**config.mk**
```make
export PLATFORM = sky130hd
export DESIGN_NAME = strobed_port_pair
export DESIGN_NICKNAME = d
export VERILOG_FILES = /design/src/rtl/spp_pkg.sv /design/src/rtl/spp_ctrl.sv /design/src/rtl/spp_chan.sv /design/src/rtl/spp_pc_map.sv /design/src/rtl/strobed_port_pair.sv
export SDC_FILE = /design/constraint.sdc
export NUM_CORES = 1
export LEC_CHECK = 0
export BUFFER_PORTS_ARGS = -buffer_cell sky130_fd_sc_hd__buf_2
export CAP_MARGIN = 10
export CORE_ASPECT_RATIO = 0.7
export CORE_MARGIN = 2
export CORE_UTILIZATION = 30
export DETAILED_ROUTE_END_ITERATION = 10
export RECOVER_POWER = 25
export SLEW_MARGIN = 40
export SYNTH_ARGS = -nofsm -noshare
export SYNTH_HDL_FRONTEND = slang
export SYNTH_HIERARCHICAL = 1
export SYNTH_SLANG_ARGS = --single-unit
```
**constraint.sdc**
```tcl
create_clock -name clk -period 2.6 [get_ports clk]
set_clock_uncertainty 0.2 [all_clocks]
set_input_delay 0.13 -clock clk [delete_from_list [all_inputs] [get_ports clk]]
set_output_delay 0.13 -clock clk [all_outputs]
set_load 0.02 [all_outputs]
```
**src/rtl/spp_pkg.sv**
```systemverilog
package spp_pkg;
  localparam int BUS_W   = 8;
  localparam int PC_W    = 8;
  localparam int SPARE_N = 2;
  localparam int PORT_N  = 2;

  localparam logic [1:0] ADDR_PC  = 2'd2;
  localparam logic [1:0] ADDR_CTL = 2'd3;
  localparam logic [2:0] INTE_B_BIT = 3'd2;

  typedef struct packed {
    logic a_in;
    logic b_in;
    logic spare_in;
  } spp_cfg_t;

  localparam spp_cfg_t CFG_RESET = '{a_in: 1'b1, b_in: 1'b1, spare_in: 1'b1};

  function automatic logic mode_word_ok(input logic [BUS_W-1:0] w);
    return w[7] & (w[6:5] == 2'b01) & w[2];
  endfunction

  function automatic logic [2:0] inte_a_bit(input logic a_in);
    return a_in ? 3'd4 : 3'd6;
  endfunction

  function automatic logic spare_hit(input logic a_in, input logic [2:0] b);
    return a_in ? (b[2:1] == 2'b11) : (b[2:1] == 2'b10);
  endfunction

  function automatic logic [PC_W-1:0] pc_dir_mask(input spp_cfg_t c);
    logic [PC_W-1:0] m;
    m = 8'b0000_1011;
    if (c.a_in) begin
      m[5] = 1'b1;
      m[6] = ~c.spare_in;
      m[7] = ~c.spare_in;
    end else begin
      m[7] = 1'b1;
      m[4] = ~c.spare_in;
      m[5] = ~c.spare_in;
    end
    return m;
  endfunction
endpackage

```
**src/rtl/spp_ctrl.sv**
```systemverilog
module spp_ctrl
  import spp_pkg::*;
(
  input  logic               clk,
  input  logic               rst_n,
  input  logic               ctl_wr,
  input  logic [BUS_W-1:0]   wdata,
  output spp_cfg_t           cfg,
  output logic               mode_clr,
  output logic               inte_a,
  output logic               inte_b,
  output logic [SPARE_N-1:0] spare
);
  logic       mode_hit, bsr_hit, bsr_val;
  logic [2:0] bsr_sel;
  logic       sel_inte_a, sel_inte_b, sel_spare;

  assign mode_hit   = ctl_wr & mode_word_ok(wdata);
  assign bsr_hit    = ctl_wr & ~wdata[7];
  assign bsr_sel    = wdata[3:1];
  assign bsr_val    = wdata[0];
  assign sel_inte_a = bsr_hit & (bsr_sel == inte_a_bit(cfg.a_in));
  assign sel_inte_b = bsr_hit & (bsr_sel == INTE_B_BIT);
  assign sel_spare  = bsr_hit & spare_hit(cfg.a_in, bsr_sel);
  assign mode_clr   = mode_hit;

  always_ff @(posedge clk or negedge rst_n) begin
    if (!rst_n) begin
      cfg    <= CFG_RESET;
      inte_a <= 1'b0;
      inte_b <= 1'b0;
      spare  <= '0;
    end else if (mode_hit) begin
      cfg    <= '{a_in: wdata[4], b_in: wdata[1], spare_in: wdata[3]};
      inte_a <= 1'b0;
      inte_b <= 1'b0;
      spare  <= '0;
    end else begin
      if (sel_inte_a) inte_a <= bsr_val;
      if (sel_inte_b) inte_b <= bsr_val;
      if (sel_spare)  spare[bsr_sel[0]] <= bsr_val;
    end
  end

  assert_mode_load_R2: assert property (@(posedge clk) disable iff (!rst_n)
    mode_hit |=> (cfg.a_in == $past(wdata[4])) && (cfg.b_in == $past(wdata[1]))
                 && (cfg.spare_in == $past(wdata[3])));

  assert_bad_mode_ignored_R2: assert property (@(posedge clk) disable iff (!rst_n)
    (ctl_wr && wdata[7] && !mode_hit) |=> $stable({cfg, inte_a, inte_b, spare}));

  assert_mode_clears_enables_R3: assert property (@(posedge clk) disable iff (!rst_n)
    mode_hit |=> (!inte_a && !inte_b && spare == '0));
endmodule

```
**src/rtl/spp_chan.sv**
```systemverilog
module spp_chan #(
  parameter int W = 8
) (
  input  logic         clk,
  input  logic         rst_n,
  input  logic         clr,
  input  logic         dir_in,
  input  logic         inte,
  input  logic         cpu_wr,
  input  logic         cpu_rd,
  input  logic [W-1:0] wdata,
  input  logic [W-1:0] pad_in,
  input  logic         hs_pin,
  output logic [W-1:0] lat_q,
  output logic         full_q,
  output logic         intr
);
  logic hs_prev, pend_q;
  logic hs_low, hs_rise, in_load, out_load, in_take, out_done, intr_evt;

  assign hs_low   = ~hs_pin;
  assign hs_rise  = ~hs_prev & hs_pin;
  assign in_load  = dir_in & hs_low;
  assign out_load = ~dir_in & cpu_wr;
  assign in_take  = dir_in & cpu_rd;
  assign out_done = ~dir_in & hs_low;
  assign intr_evt = hs_rise & inte;
  assign intr     = pend_q & inte;

  always_ff @(posedge clk or negedge rst_n) begin
    if (!rst_n) begin
      hs_prev <= 1'b1;
      lat_q   <= '0;
      full_q  <= 1'b0;
      pend_q  <= 1'b0;
    end else begin
      hs_prev <= hs_pin;
      if (clr) begin
        lat_q  <= '0;
        full_q <= 1'b0;
        pend_q <= 1'b0;
      end else begin
        if (in_load)       lat_q <= pad_in;
        else if (out_load) lat_q <= wdata;
        if (in_load | out_load)      full_q <= 1'b1;
        else if (in_take | out_done) full_q <= 1'b0;
        if (out_load)      pend_q <= 1'b0;
        else if (intr_evt) pend_q <= 1'b1;
        else if (in_take)  pend_q <= 1'b0;
      end
    end
  end

  assert_write_fills_R6: assert property (@(posedge clk) disable iff (!rst_n)
    (out_load && !clr) |=> (full_q && lat_q == $past(wdata)));

  assert_ack_empties_R6: assert property (@(posedge clk) disable iff (!rst_n)
    (out_done && !cpu_wr && !clr) |=> !full_q);

  assert_rise_pends_R7: assert property (@(posedge clk) disable iff (!rst_n)
    (intr_evt && !out_load && !clr) |=> pend_q);

  assert_strobe_fills_R8: assert property (@(posedge clk) disable iff (!rst_n)
    (in_load && !clr) |=> (full_q && lat_q == $past(pad_in)));

  assert_read_empties_R8: assert property (@(posedge clk) disable iff (!rst_n)
    (in_take && !hs_low && !clr) |=> !full_q);

  assert_clear_state_R3: assert property (@(posedge clk) disable iff (!rst_n)
    clr |=> (!full_q && !pend_q && lat_q == '0));
endmodule

```
**src/rtl/spp_pc_map.sv**
```systemverilog
module spp_pc_map
  import spp_pkg::*;
(
  input  spp_cfg_t           cfg,
  input  logic               full_a,
  input  logic               full_b,
  input  logic               intr_a,
  input  logic               intr_b,
  input  logic [SPARE_N-1:0] spare,
  input  logic [PC_W-1:0]    pc_in,
  output logic [PC_W-1:0]    pc_out,
  output logic [PC_W-1:0]    pc_oe,
  output logic               hs_a,
  output logic               hs_b,
  output logic [PC_W-1:0]    pc_view
);
  logic [SPARE_N-1:0] spare_drv;

  assign pc_oe     = pc_dir_mask(cfg);
  assign spare_drv = cfg.spare_in ? '0 : spare;
  assign hs_a      = cfg.a_in ? pc_in[4] : pc_in[6];
  assign hs_b      = pc_in[2];
  assign pc_view   = (pc_out & pc_oe) | (pc_in & ~pc_oe);

  always_comb begin
    pc_out    = '0;
    pc_out[3] = intr_a;
    pc_out[0] = intr_b;
    pc_out[1] = cfg.b_in ? full_b : ~full_b;
    if (cfg.a_in) begin
      pc_out[5] = full_a;
      pc_out[6] = spare_drv[0];
      pc_out[7] = spare_drv[1];
    end else begin
      pc_out[7] = ~full_a;
      pc_out[4] = spare_drv[0];
      pc_out[5] = spare_drv[1];
    end
  end

  always_comb begin
    assert_no_drive_on_input_R4: assert ((pc_out & ~pc_oe) == '0);
  end
endmodule

```
**src/rtl/strobed_port_pair.sv**
```systemverilog
module strobed_port_pair
  import spp_pkg::*;
(
  input  logic             clk,
  input  logic             rst_n,
  input  logic             wr_en,
  input  logic             rd_en,
  input  logic [1:0]       addr,
  input  logic [BUS_W-1:0] wdata,
  output logic [BUS_W-1:0] rdata,
  input  logic [BUS_W-1:0] pa_in,
  output logic [BUS_W-1:0] pa_out,
  output logic             pa_oe,
  input  logic [BUS_W-1:0] pb_in,
  output logic [BUS_W-1:0] pb_out,
  output logic             pb_oe,
  input  logic [PC_W-1:0]  pc_in,
  output logic [PC_W-1:0]  pc_out,
  output logic [PC_W-1:0]  pc_oe
);
  spp_cfg_t           cfg;
  logic               mode_clr, inte_a, inte_b, ctl_wr, hs_a, hs_b;
  logic [SPARE_N-1:0] spare;
  logic [PC_W-1:0]    pc_view;

  logic [PORT_N-1:0] ch_dir, ch_inte, ch_wr, ch_rd, ch_hs, ch_full, ch_intr;
  logic [BUS_W-1:0]  ch_pad [PORT_N];
  logic [BUS_W-1:0]  ch_lat [PORT_N];

  assign ctl_wr = wr_en & (addr == ADDR_CTL);

  spp_ctrl u_ctrl (
    .clk(clk), .rst_n(rst_n), .ctl_wr(ctl_wr), .wdata(wdata),
    .cfg(cfg), .mode_clr(mode_clr), .inte_a(inte_a), .inte_b(inte_b), .spare(spare)
  );

  assign ch_dir  = {cfg.b_in, cfg.a_in};
  assign ch_inte = {inte_b, inte_a};
  assign ch_hs   = {hs_b, hs_a};
  assign ch_pad[0] = pa_in;
  assign ch_pad[1] = pb_in;

  for (genvar i = 0; i < PORT_N; i++) begin : g_chan
    assign ch_wr[i] = wr_en & (addr == 2'(i));
    assign ch_rd[i] = rd_en & (addr == 2'(i));
    spp_chan #(.W(BUS_W)) u_chan (
      .clk(clk), .rst_n(rst_n), .clr(mode_clr), .dir_in(ch_dir[i]), .inte(ch_inte[i]),
      .cpu_wr(ch_wr[i]), .cpu_rd(ch_rd[i]), .wdata(wdata), .pad_in(ch_pad[i]),
      .hs_pin(ch_hs[i]), .lat_q(ch_lat[i]), .full_q(ch_full[i]), .intr(ch_intr[i])
    );
  end

  spp_pc_map u_map (
    .cfg(cfg), .full_a(ch_full[0]), .full_b(ch_full[1]),
    .intr_a(ch_intr[0]), .intr_b(ch_intr[1]), .spare(spare), .pc_in(pc_in),
    .pc_out(pc_out), .pc_oe(pc_oe), .hs_a(hs_a), .hs_b(hs_b), .pc_view(pc_view)
  );

  assign pa_oe  = ~cfg.a_in;
  assign pb_oe  = ~cfg.b_in;
  assign pa_out = cfg.a_in ? '0 : ch_lat[0];
  assign pb_out = cfg.b_in ? '0 : ch_lat[1];

  always_comb begin
    case (addr)
      2'd0:     rdata = ch_lat[0];
      2'd1:     rdata = ch_lat[1];
      ADDR_PC:  rdata = pc_view;
      default:  rdata = '0;
    endcase
  end
endmodule

```
# Word level (Yosys, flattened, before mapping)
# Index checks and enable logic that the tools add are counted.
# Widths: inputs -> output; s select.
# word_totals
output_inout_bits	42
regBits	29
word_cells	124
input_bits	38
# classes
bitwise	44
reduce_logical	11
n_lt_le_gt_ge	2
n_eq_ne	8
muxes	45
# ops
op	count
$mux 8	8
$mux 1	30
$and 1x1->1	26
$pmux 8 s3	1
$and 8x8->8	2
$reduce_bool 3->1	4
$not 1->1	10
$eq 2x2->1 const B	4
$mux 2	4
$not 8->8	1
$or 8x8->8	1
$reduce_bool 4->1	2
$reduce_bool 2->1	3
$eq 2x1->1 const B	2
$or 1x1->1	4
$eq 3x2->1 const B	1
$eq 3x3->1	1
$bwmux 2	1
$logic_not 2->1	1
$lt 1x2->1 const B	1
$demux 1 s1	1
$ge 1x1->1 const B	1
$logic_and 1x1->1	1

# Longest topological paths before layout
# logic_depth
ltp_word	7
ltp_mapped	8
ltp_nobuf	6

# Cells and area by module
# Netlist, hierarchy kept.
# modules_own_cells
module	area_per_inst_um2	cells_per_inst	n_inst	seq_area_each_um2
spp_chan	500.5	39	2	276.5
spp_ctrl	365.4	32	1	178.9
strobed_port_pair	344.1	46	1	0.0
spp_pc_map	241.5	34	1	0.0

# Least setup slack after synthesis
# OpenSTA, ideal clock, no wires.
# synth_timing
path_type	register to register
from	reg, netlist name u_ctrl/cfg[2]
to	reg g_chan[0].u_chan.lat_q[0]
stages_incl_launch_ff	6
setup_ps	65
t_required_ps	2335
t_arrival_ps	1843
n_path_buf	1
synth_period_minus_slack_ps	2108
slack_ps	492
path_cell_list	dfstp_2 buf_2 mux2_2 nor3b_4 a22o_1 a21o_1
# synth_via
elab_chain_len	5
elab_cells_between_ends	8
classes_between	3 x mux; 4 x bitwise; 1 x reduce/logical
# synth_rtl
element	line_no	source
$mux 1 (*)	spp_pc_map.sv:21	assign hs_a = cfg.a_in ? pc_in[4] : pc_in[6];
via hs_a	strobed_port_pair.sv:22	logic mode_clr, inte_a, inte_b, ctl_wr, hs_a, hs_b;
$not 1->1 (*)	spp_chan.sv:21	assign hs_low = ~hs_pin;
$and 1x1->1 (*)	spp_chan.sv:23	assign in_load = dir_in & hs_low;
$mux 8	spp_chan.sv:43	if (in_load) lat_q <= pad_in;
$mux 8	spp_chan.sv:38	if (clr) begin
end signal, assigned	spp_chan.sv:43	
end signal, assigned	spp_chan.sv:44	else if (out_load) lat_q <= wdata;
end, declared	spp_chan.sv:14	output logic [W-1:0] lat_q,
# The timed path passes the listed nets; every way through them passes the cells marked *.
# A chain may end at the register's enable or synchronous reset.

# Worst setup path after layout
# layout_timing
from	in wdata[6]
to	reg g_chan[1].u_chan.lat_q[6]
# layout_via
elab_chain_len	5
elab_cells_between_ends	8
classes_between	1 x eq/ne; 3 x mux; 3 x bitwise; 1 x reduce/logical
# layout_rtl
element	line_no	source
start, declared	strobed_port_pair.sv:9	input logic [BUS_W-1:0] wdata,
$eq 2x1->1 (*)	spp_pkg.sv:20	return w[7] & (w[6:5] == 2'b01) & w[2];
$and 1x1->1 (*) (2 in series)	spp_pkg.sv:20	
$and 1x1->1 (*)	spp_ctrl.sv:18	assign mode_hit = ctl_wr & mode_word_ok(wdata);
via mode_clr	strobed_port_pair.sv:22	
$reduce_bool 3->1 (no source line) or $mux 8 (tied branches)	--	
end signal, assigned	spp_chan.sv:43	
end signal, assigned	spp_chan.sv:44	
end, declared	spp_chan.sv:14	
# The timed path passes the listed nets; every way through them passes the cells marked *. The select of a mux whose other input is x is not followed.

==> reports/metrics.cfg <==
[critical_path]
worstPathCellList=dlygate4sd3_1 > buf_2 > nand3b_2 > nor2_4 > nor3b_4 > a22o_1 > dlygate4sd3_1 > a21o_1
ff2ff_path_depth=4
rrSetupSlack_ns=0.22
crit_type=input pin to register
crit_slowest_cell=dlygate4sd3_1
crit_path_end_kind=register
cp.required_ns=2.57
r2r-end=g_chan[1].u_chan/lat_q[6]
cp.arrival_ns=2.41
start_kind=input pin
cpMostUsedCell=dlygate4sd3_1
cp_max_fo=8
cpPeakStageDelay_ns=0.56
rr_startpoint=u_ctrl/cfg[1]

[yosys]
synthCells=190
synth_seq_area_share_pct=37.5
syn_area_per_cell_um2=10.3
yosys_warnings=6
synth_fa_ha_area_share_pct=0
synth_top_area_share_pct=30.8
synthSimpleGateAreaFrac_pct=21.7
synth_flop_cell=dfrtp_1
ys_types=43
synth.top_cells.by_area=dfrtp_1, a22o_1, nor2b_1
yosysTopAreaCell=dfrtp_1
synth_edf_count=0
synth-async-reset-ratio_pct=100
synth_compound_area_share_pct=22.3
synth_xor_area_share_pct=1.35
synth_top_family_by_area=compound AO/OA/AOI/OAI gates
synthMuxAreaShare_pct=8.46
ys_seq_elements=29
synth.cell_area_mm2=0.00195

[power]
power_per_cell_area_mw_per_mm2=646
leakage_nw=1.36
p_total_mw=1.74
peakVddDrop_v=0.000283

[detailed_routing]
wirelength_um=6000
firstDrtPassIters=4
wl_per_cell_um=16.4
wl_met1_um=2900
dr_wl_met2_um=2620
route.detailed.vias_per_inst=4.96
drtAntennaViolNets=0
drt_iter0_markers=49
dr_wl_met3_um=417
drc=0
routed-via-count=1817
top_layer=met4

[floorplan]
start_util_pct=31.3
die_y_um=71.5
placeableCoreArea_mm2=0.00625
boundaryPins=80
dieArea_mm2=0.00718
die_width_um=100
fp-row-count=24

[clocking]
cts_buffers=5
clock_latency_ns=0.28
cts_buffer_depth=2
clk_pin_slew_ns=0.07
root_buffer=clkbuf_8
cts_tree=yes
h-tree-depth=2
clock-sinks=29

[final_layout]
instances_no_fill=366
layout-drive-gt1-share_pct=36.1
fill_cells=630
syn_to_final_growth_pct=38.3
fin_nets=325
fin_util_pct=43.2
antenna_cells=0

[job]
maxCapViolCount=1

[min_path]
min-delay-start=wdata[7]
min_to=g_chan[1].u_chan/lat_q[7]
hold_path.class=input pin to register
hold_depth=3

[timing]
finalCritPeriodShare_pct=94.0
slew_viol_final=30
fin_crit_ns=2.44
hold_violations=0
holdWs_ns=0.0360
max_freq_mhz=409
slew_headroom_pct=-5.51
setup_violations=0
worst_slew_pin_slew_ns=1.58
tns_ns=0
rsz0062_at_grt=false

[placement]
place.gp.congestion=0.780
port_buffers=71
dpl.hpwl_um=4300
place_inst=328

[global_routing]
antenna_found_initial=0
grt_pass1_wl_um=9270
grt_max_degree=30
overflow=0
grt_use_total_pct=17.0
grt_pass1_vias=1711

[outcome]
status=complete, but fails checks
violations=max-capacitance violations, max-slew violations

[through the flow]
| step | setup WS [ns] | area, um2 |
|---|---|---|
| 2_1_floorplan | 0.492 | 1960 |
| 3_3_place_gp | 0.504 | 2300 |
| 3_5_place_dp | 0.462 | 2300 |
| 4_1_cts | 0.0813 | 2680 |
| 5_1_grt | 0.0968 | 2700 |
| 6_report | 0.157 | 2700 |
[sequential cells by signal (all words and copies together), names as in the netlist]
register,flops
g_chan.u_chan/lat_q,16
u_ctrl/cfg,3
g_chan.u_chan/full_q,2
g_chan.u_chan/hs_prev,2
g_chan.u_chan/pend_q,2
u_ctrl/spare,2
u_ctrl/inte_a,1
u_ctrl/inte_b,1
[metal layers]
layer	vias to the layer above	GRT usage, %
met5	-	0
met4	0	2.74
met3	7	3.41
met2	61	26.6
met1	877	24.9
li1	872	-
[synthesized netlist by cell type, types with 4 or more instances]
master and n:
a21o_1 16, a21oi_1 5, a22o_1 16, and2_1 4, buf_4 13, dfrtp_1 24
dfstp_2 5, inv_1 6, mux2_2 4, mux2i_1 9, nand2_1 8, nor2_1 4
nor2b_1 22, o2bb2ai_1 8
[critical path, delay by kind of cell]
family / cells / cell delay, ns
AND/OR/NAND/NOR: 3 / 0.63
AO/OA/AOI/OAI: 2 / 0.41
buffers and inverters: 3 / 1.24
[placed cells by master, fill, tap and decap left out, types with 3 or more instances in the layout]
cell type	n
dlygate4sd3_1	28
inv_1	6
buf_2	69
a21oi_1	5
nor2b_1	22
mux2_2	4
conb_1	5
nand4_1	3
mux2i_1	9
a22o_1	16
a21o_1	16
dfstp_2	5
nand2_1	8
buf_4	5
clkbuf_8	7
nor3b_4	3
and2_1	4
dfrtp_1	24
nor2_1	4
o2bb2ai_1	8
nor3b_1	3
[final cells by class]
class                   instances  area [um2]  area share [%]
multi-input cells             141        1080            39.9
flip-flops and latches         29         732            27.1
repair buffers                104         671            24.8
well taps                      78        97.6            3.61
clock buffers                   7        96.3            3.57
inverters                       6        22.5           0.834
clock inverters                 1        5.00           0.185
[repair_timing]
item | in CTS | in global routing
endpoints found under the hold margin | 47 | 0
resized for setup | 0 | 1
buffers inserted | 0 | 2
endpoints found under the setup margin | 0 | 1
hold buffers | 28 | 0
[worst max path at each step]
stage             startpoint                   endpoint  slack (ns)  cells past startpoint
6_report            wdata[6]  g_chan[1].u_chan/lat_q[6]        0.16                      8
5_1_grt             wdata[6]  g_chan[1].u_chan/lat_q[6]         0.1                      8
4_1_cts             wdata[2]  g_chan[1].u_chan/lat_q[6]        0.08                      8
3_5_place_dp   u_ctrl/cfg[2]  g_chan[0].u_chan/lat_q[4]        0.46                      4
3_3_place_gp   u_ctrl/cfg[2]  g_chan[0].u_chan/lat_q[6]        0.50                      4
2_1_floorplan  u_ctrl/cfg[2]  g_chan[0].u_chan/lat_q[0]        0.49                      5
[power by group]
group | switching, mW | internal [mW]
sequential | 0.0888 | 0.553
combinational | 0.383 | 0.303
clock | 0.177 | 0.239
total | 0.649 | 1.10
[kinds of logic (layout without fill, tap and decap cells)]
logic type             count (synthesis)  after routing
other                                  2              5
AO/OA/AOI/OAI                         56             56
AND/OR/NAND/NOR                       62             62
flip-flops                            29             29
XOR/XNOR                               3              3
multiplexers                          15             15
buffers and inverters                 23            118
Power figures use the tool's default switching activity.
